[config.mk]
export PLATFORM = sky130hd
export DESIGN_NAME = pwm_latch_accept
export DESIGN_NICKNAME = d
export VERILOG_FILES = /design/src/rtl/pwm_latch_accept.sv
export SDC_FILE = /design/constraint.sdc
export NUM_CORES = 1
export LEC_CHECK = 0
export BUFFER_PORTS_ARGS = -buffer_cell sky130_fd_sc_hd__buf_2
export CAP_MARGIN = 20
export CORE_AREA = 10 10 47 49
export DETAILED_ROUTE_END_ITERATION = 7
export DIE_AREA = 0 0 57 59
export PLACE_DENSITY = 0.75
export SYNTH_ARGS = -nofsm -noshare
export SYNTH_HDL_FRONTEND = slang
export SYNTH_SLANG_ARGS = --single-unit
[constraint.sdc]
create_clock -name clk -period 1.1 [get_ports clk]
set_input_delay 0.11 -clock clk [delete_from_list [all_inputs] [get_ports clk]]
set_output_delay 0.11 -clock clk [all_outputs]
set_load 0.01 [all_outputs]
[src/rtl/pwm_latch_accept.sv]
`timescale 1ns/1ps
module pwm_latch_accept #(
  parameter int NPWM = 8,
  parameter int SELW = $clog2(NPWM)
) (
  input  logic            clk,
  input  logic            rst_n,
  input  logic            src_in,
  input  logic [2:0]      qual_sel,
  input  logic            duty_act,
  input  logic            blank_act,
  input  logic            gen_trig,
  input  logic            ext_qual,
  input  logic [NPWM-1:0] pwm_outs,
  input  logic [SELW-1:0] pwm_sel,
  input  logic [2:0]      term_sel,
  input  logic            sw_term,
  input  logic            trig_a,
  input  logic            trig_b,
  input  logic            trig_c,
  input  logic            ext_term,
  input  logic [2:0]      tq_sel,
  input  logic            tq_ext,
  input  logic            eoc,
  input  logic            sync_dis,
  output logic            active
);

  logic src_d, sw_stg, pend;
  logic qual, tqual, tev;

  wire pwm_pick = pwm_outs[pwm_sel];
  wire fell     = src_d & ~src_in;

  always_comb begin
    case (qual_sel)
      3'd0:    qual = 1'b1;
      3'd1:    qual = duty_act;
      3'd2:    qual = blank_act;
      3'd3:    qual = gen_trig;
      3'd4:    qual = pwm_pick;
      3'd5:    qual = ext_qual;
      default: qual = 1'b0;
    endcase
  end

  always_comb begin
    case (tq_sel)
      3'd0:    tqual = 1'b1;
      3'd1:    tqual = duty_act;
      3'd2:    tqual = blank_act;
      3'd3:    tqual = gen_trig;
      3'd4:    tqual = pwm_pick;
      3'd5:    tqual = tq_ext;
      default: tqual = 1'b0;
    endcase
  end

  always_comb begin
    case (term_sel)
      3'd0:    tev = sw_stg;
      3'd1:    tev = trig_a;
      3'd2:    tev = trig_b;
      3'd3:    tev = trig_c;
      3'd4:    tev = fell;
      3'd5:    tev = pwm_pick;
      3'd6:    tev = ext_term;
      default: tev = 1'b0;
    endcase
  end

  wire set_c = src_in & qual;
  wire req   = tev & tqual;
  wire clr   = sync_dis ? req : (eoc & pend);

  always_ff @(posedge clk) begin
    if (!rst_n) begin
      src_d  <= 1'b0;
      sw_stg <= 1'b0;
      pend   <= 1'b0;
      active <= 1'b0;
    end else begin
      src_d  <= src_in;
      sw_stg <= sw_term;
      pend   <= ~sync_dis & ((pend & ~eoc) | req);
      active <= set_c | (active & ~clr);
    end
  end

endmodule


==> results.yml, run 1 <==
status:
  status: "complete, but fails checks"
  violations: "negative setup slack"
route:
  post_drt_wl_per_cell_um: 13.27
  dr.pass1.iters: 1
  antenna_left: 0
  wirelength_mm: 1.393
  dr_total_vias: 536
  drtIter0Drc: 0
  avgViaCountPerCell: 5.105
  drc: 0
finish:
  fin_area_um2: 650.6
  n_antenna_cell: 0
  syn_to_final_growth_pct: 64.56
  nNetsFinal: 126
  nFillCells: 144
  mostFrequentLayoutCells: "35 x buf_2, 5 x mux2i_1, 4 x nand2_1"
  layout.cells.non_filler: 105
  regArea_um2: 81.33
  multi_input_area_um2: 325.3
  drive_above_1_share: 0.5169
  mostFrequentLayoutCell: "buf_2"
clock_network:
  cts_tree: "yes"
  root_buffer: "clkbuf_4"
  clkTransAtPathRegs_ps: 40
  post_cts_buffers: 0
  clk_latency_ps: 230
  postCtsHoldBufs: 0
  cts_buffers: 3
  cts_max_path_buffers: 2
  cts_sinks: 4
  cts_htree_levels: 1
global_route:
  grt_max_degree: 6
  grt_pass1_vias: 580
  antenna_found_initial: 0
  grt_usage: 0.08052
  grt_pass1_wl_mm: 2.277
  gr-total-overflow: 0
power:
  switching_share: 0.2674
  total_leakage_power_nw: 0.3210
  power_frac_comb: 0.352
  p_int_uw: 380.1
  power.switching_uw: 138.7
  p_per_area_nw_per_um2: 797.4
  seqPwrFrac: 0.307
  ir_worst_vdd_mv: 0.5293
  finalPower_uw: 518.8
  p_clk_frac: 0.341
logic_synthesis:
  syn_area_um2: 395.4
  ys_seq_area_frac: 0.2025
  synth_cell_types: 30
  avgSynthCellArea_um2: 8.069
  synthesis.nets: 84
  yosysWarnings: 0
  syn_inst: 49
  ys_ff_latch: 4
hold_path:
  hp-class: "input port to flop"
  whs_path_depth: 2
  min_from: "sw_term"
worst_setup_path:
  ff2ff_path_depth: 5
  startpoint_type: "flop"
  crit-reg2reg-launch: "src_d$_SDFF_PN0_"
  crit_start: "src_d$_SDFF_PN0_"
  crit_path_max_fanout: 2
  path_class: "flop to flop"
  end_kind: "flop"
  max_stage_delay_ps: 340
  cpMaxStageDelayCell: "or3b_1"
  crit_required_ps: 1210
  crit_cells: 5
  cp_data_arrival_time_ps: 1410
  path_delay_family: "simple AND/OR/NAND/NOR gates"
  path_buf_inv: 0
  path_cells: "or3b_1 -> nand4b_1 -> nand3_2 -> nor4_2 -> o22ai_1"
sta:
  setup_viol: 2
  hold_ws_ps: 77.40
  finalHoldViolations: 0
  worst_slack_ps: -202.7
  tightest_slew_ps: 354.8
  post-route-min-period_ps: 1303
  max_freq_ghz: 0.7676
  maxSlewHeadroom: 0.7630
  finalClockSkew_ps: 1.686
  rsz0062_at_grt: "yes"
  period_share: 1.184
  drv_slew: 0
job:
  maxCapViolations: 0
place:
  pre_cts_ws_ps: -219.8
  place.gp.congestion: 0.7106
  dpl_cell_area_um2: 603.1
  placed_cells: 102
  io_buffers: 35
  place_hpwl_mm: 1.266
die:
  dieArea_um2: 3363
  rows: 14
  io_pins: 36
  die_w_um: 57
  start_util: 0.2821
  die_h_um: 59
  core_um2: 1401
cell type report:
class	instances	share of cell area
tap	16	0.03077
sequential	4	0.1250
clock buffer	3	0.03462
inverter	1	0.005769
timing repair buffer	38	0.3038
multi-input combinational	43	0.5000
logic make-up after synthesis:
logic type	count (synthesis)	share of synthesized area
AND/OR/NAND/NOR	26	0.4051
AO/OA/AOI/OAI	12	0.2279
multiplexers	5	0.1266
flip-flops	4	0.2025
buffers and inverters	2	0.03796
final timing paths:
| check | endpoint | slack (ps) |
|---|---|---|
| setup reg to reg | active$_SDFF_PN0_ | -200 |
| hold reg to reg | active$_SDFF_PN0_ | 500 |
| hold / removal | sw_stg$_SDFF_PN0_ | 80 |
| setup / recovery | active$_SDFF_PN0_ | -200 |
synthesized netlist by cell type:
master	number	area (µm²)
or3b_1	1	8.760
nand4b_1	1	8.760
nand3b_1	3	22.52
o41ai_1	1	8.760
a21oi_1	1	5.000
a31oi_1	1	6.260
inv_1	1	3.750
o211ai_1	1	7.510
buf_6	1	11.26
dfxtp_1	4	80.08
mux2i_1	5	50.05
o311a_1	1	10.01
a22oi_1	1	7.510
and2_1	2	12.51
a41oi_1	1	8.760
a2111oi_0	1	8.760
and3b_1	1	8.760
nor2_1	2	7.510
nand3_1	2	10.01
nor3_1	1	5.000
a22o_1	1	8.760
o21ai_0	1	5.000
o21bai_1	1	7.510
nand4_1	1	6.260
nand2b_1	3	18.77
nor4b_1	2	17.52
nand2_1	4	15.01
nor4_1	1	6.260
o22ai_1	1	6.260
nor2b_1	2	12.51
layer usage:
layer	GRT usage	vias up	part of all wire	routed length (µm)
met5	0	-	0	0
met4	0.04027	0	0.012	17
met3	0.02790	2	0.074	103
met2	0.1318	29	0.49	678
met1	0.09069	229	0.43	595
li1	-	276	-	-
registers in the layout, summed over array words and instances (netlist names):
signal and count:
active 1, sw_stg 1, pend 1, src_d 1
what timing repair did:
action | in CTS | in global routing
pin swaps | 1 | 1
setup endpoints to repair | 2 | 2
resized for setup | 2 | 3
per-stage QoR:
stage | TNS [ps] | util
4_1_cts | -359.4 | 0.4554
3_5_place_dp | -374.0 | 0.4304
5_1_grt | -588.4 | 0.4643
2_1_floorplan | -155.4 | -
6_report | -390.6 | 0.4643
3_3_place_gp | -254.9 | 0.4304
worst register-to-register path: cells and delay by family (launching register included):
family	cells	cell delay, ps
AO/OA/AOI/OAI	1	90
flip-flops	1	300
AND/OR/NAND/NOR	4	790
power groups by stage:
stage	logic, mW	clock network (mW)	registers (mW)
after floorplan	0.0761	0	0.162
after global placement	0.168	0	0.161
after detailed placement	0.173	0	0.161
after CTS	0.180	0.188	0.159
after global routing	0.204	0.192	0.160
final	0.183	0.177	0.159
Power figures use the tool's default switching activity.
==> run 2: changes to the inputs <==
REMOVE_ABC_BUFFERS = 1   (was default)
==> run 2 against run 1 <==
Against the previous run:
- the flow still finishes with violations (negative setup slack)
- critical path type unchanged
- sequential power is essentially flat
- total power rose by 0.69%
- combinational power hardly changed
- clock power about the same
- setup slack gained 5.1 ps
- critical path depth unchanged
- via count shrank 3.5%
- utilization down 0.62 points
- final area decreased by 1.3%
- clock-buffer cell count unchanged
==> results.yml, run 2 (synthesis gave the netlist of run 1 again) <==
global_route:
  grt_pass1_vias: 541
  grt_pass1_wl_mm: 2.283
  antenna_found_initial: 0
  gr-total-overflow: 0
  grt_usage: 0.08286
  grt_max_degree: 6
worst_setup_path:
  startpoint_type: "flop"
  end_kind: "flop"
  path_class: "flop to flop"
  path_cells: "or3b_1 -> nand4b_1 -> nand3_2 -> o41ai_2 -> and3b_1"
  crit_required_ps: 1270
  crit_path_max_fanout: 2
  cpMaxStageDelayCell: "or3b_1"
  max_stage_delay_ps: 340
  cp_data_arrival_time_ps: 1470
power:
  total_leakage_power_nw: 0.3159
  power.switching_uw: 144.5
  seqPwrFrac: 0.303
  p_int_uw: 377.9
  power_frac_comb: 0.353
  switching_share: 0.2766
  p_per_area_nw_per_um2: 813.9
  ir_worst_vdd_mv: 0.5202
  p_clk_frac: 0.343
clock_network:
  clk_latency_ps: 230
  cts_sinks: 4
  cts_max_path_buffers: 2
  cts_buffers: 3
  cts_tree: "yes"
  root_buffer: "clkbuf_4"
  post_cts_buffers: 0
  cts_htree_levels: 1
  clkTransAtPathRegs_ps: 40
status:
  status: "complete, but fails checks"
  violations: "negative setup slack"
place:
  io_buffers: 35
  pre_cts_ws_ps: -219.8
  place_hpwl_mm: 1.264
  dpl_cell_area_um2: 594.3
  placed_cells: 101
  place.gp.congestion: 0.7496
sta:
  hold_ws_ps: 86.55
  period_share: 1.180
  setup_viol: 2
  finalHoldViolations: 0
  maxSlewHeadroom: 0.7635
  tightest_slew_ps: 350.1
  post-route-min-period_ps: 1298
  finalClockSkew_ps: 0.3958
  rsz0062_at_grt: "yes"
  drv_slew: 0
  max_freq_ghz: 0.7707
  worst_slack_ps: -197.6
finish:
  nFillCells: 154
  drive_above_1_share: 0.5000
  layout.cells.non_filler: 104
  syn_to_final_growth_pct: 62.34
  regArea_um2: 80.08
  fin_area_um2: 641.9
  final_util: 0.4580
  n_antenna_cell: 0
  mostFrequentLayoutCell: "buf_2"
  mostFrequentLayoutCells: "35 x buf_2, 5 x mux2i_1, 4 x nand2_1, 4 x dfxtp_1"
  nNetsFinal: 125
  multi_input_area_um2: 325.3
route:
  drtIter0Drc: 6
  antenna_left: 0
  avgViaCountPerCell: 4.971
  wirelength_mm: 1.509
  dr.pass1.iters: 4
  dr_total_vias: 517
  drc: 0
  post_drt_wl_per_cell_um: 14.51
job:
  maxCapViolations: 0
hold_path:
  hp-class: "input port to flop"
die:
  dieArea_um2: 3363
  die_w_um: 57
  die_h_um: 59
  core_um2: 1401
  start_util: 0.2821
  rows: 14
  io_pins: 36
==> run 2: changes by cell type in the layout (fill, tap and decap cells not counted) <==
| cell | before | now |
|---|---|---|
| buf_4 | 3 | 2 |
| dfxtp_1 | 3 | 4 |
| dfxtp_2 | 1 | 0 |
==> run 2: power by group through the flow <==
stage	Clock [mW]	Sequential [mW]	Combinational [mW]
floorplan	0	0.162	0.0695
global placement	0	0.161	0.165
detailed placement	0	0.161	0.168
CTS	0.191	0.159	0.174
global route	0.192	0.159	0.203
finish	0.179	0.159	0.185
==> run 2: worst paths after layout <==
path | start | end | slack (ps) | cells after the start
worst max-delay path | src_d$_SDFF_PN0_ | pend$_SDFF_PN0_ | -200 | 5
worst min-delay path | sw_term | sw_stg$_SDFF_PN0_ | 90 | 2
worst max register to register | src_d$_SDFF_PN0_ | pend$_SDFF_PN0_ | -200 | 5
worst min register to register | active$_SDFF_PN0_ | active$_SDFF_PN0_ | 530 | 2
==> run 2: layout make-up <==
cell class | instances | area share
tap | 16 | 0.03119
multi-input combinational | 43 | 0.5068
timing repair buffer | 37 | 0.2963
inverter | 1 | 0.005848
clock buffer | 3 | 0.03509
sequential | 4 | 0.1248
==> run 2: routing by layer <==
layer  GRT usage  up-vias  routed length (µm)
met5           0        -                   0
met4     0.04027        0                   0
met3     0.03433        0                 140
met2      0.1426       22                 773
met1     0.08523      224                 594
li1            -      271                   -
==> run 2: worst max-delay path, delay by kind of cell (launching register included) <==
kind             cells  cell delay [ps]
flip-flops           1              300
AND/OR/NAND/NOR      4              750
AO/OA/AOI/OAI        1              200
==> run 2: repair_timing <==
item / in CTS / in global routing
hold buffers: 0 / 0
setup endpoints to repair: 2 / 2
resized for setup: 2 / 3
pin swaps: 0 / 2
==> run 2: metrics by stage <==
step | TNS, ps | power [mW]
after floorplan | -213.0 | 0.2313
after global placement | -468.0 | 0.3257
after detailed placement | -435.4 | 0.3290
after CTS | -429.1 | 0.5229
after global routing | -473.3 | 0.5543
final | -334.2 | 0.5224
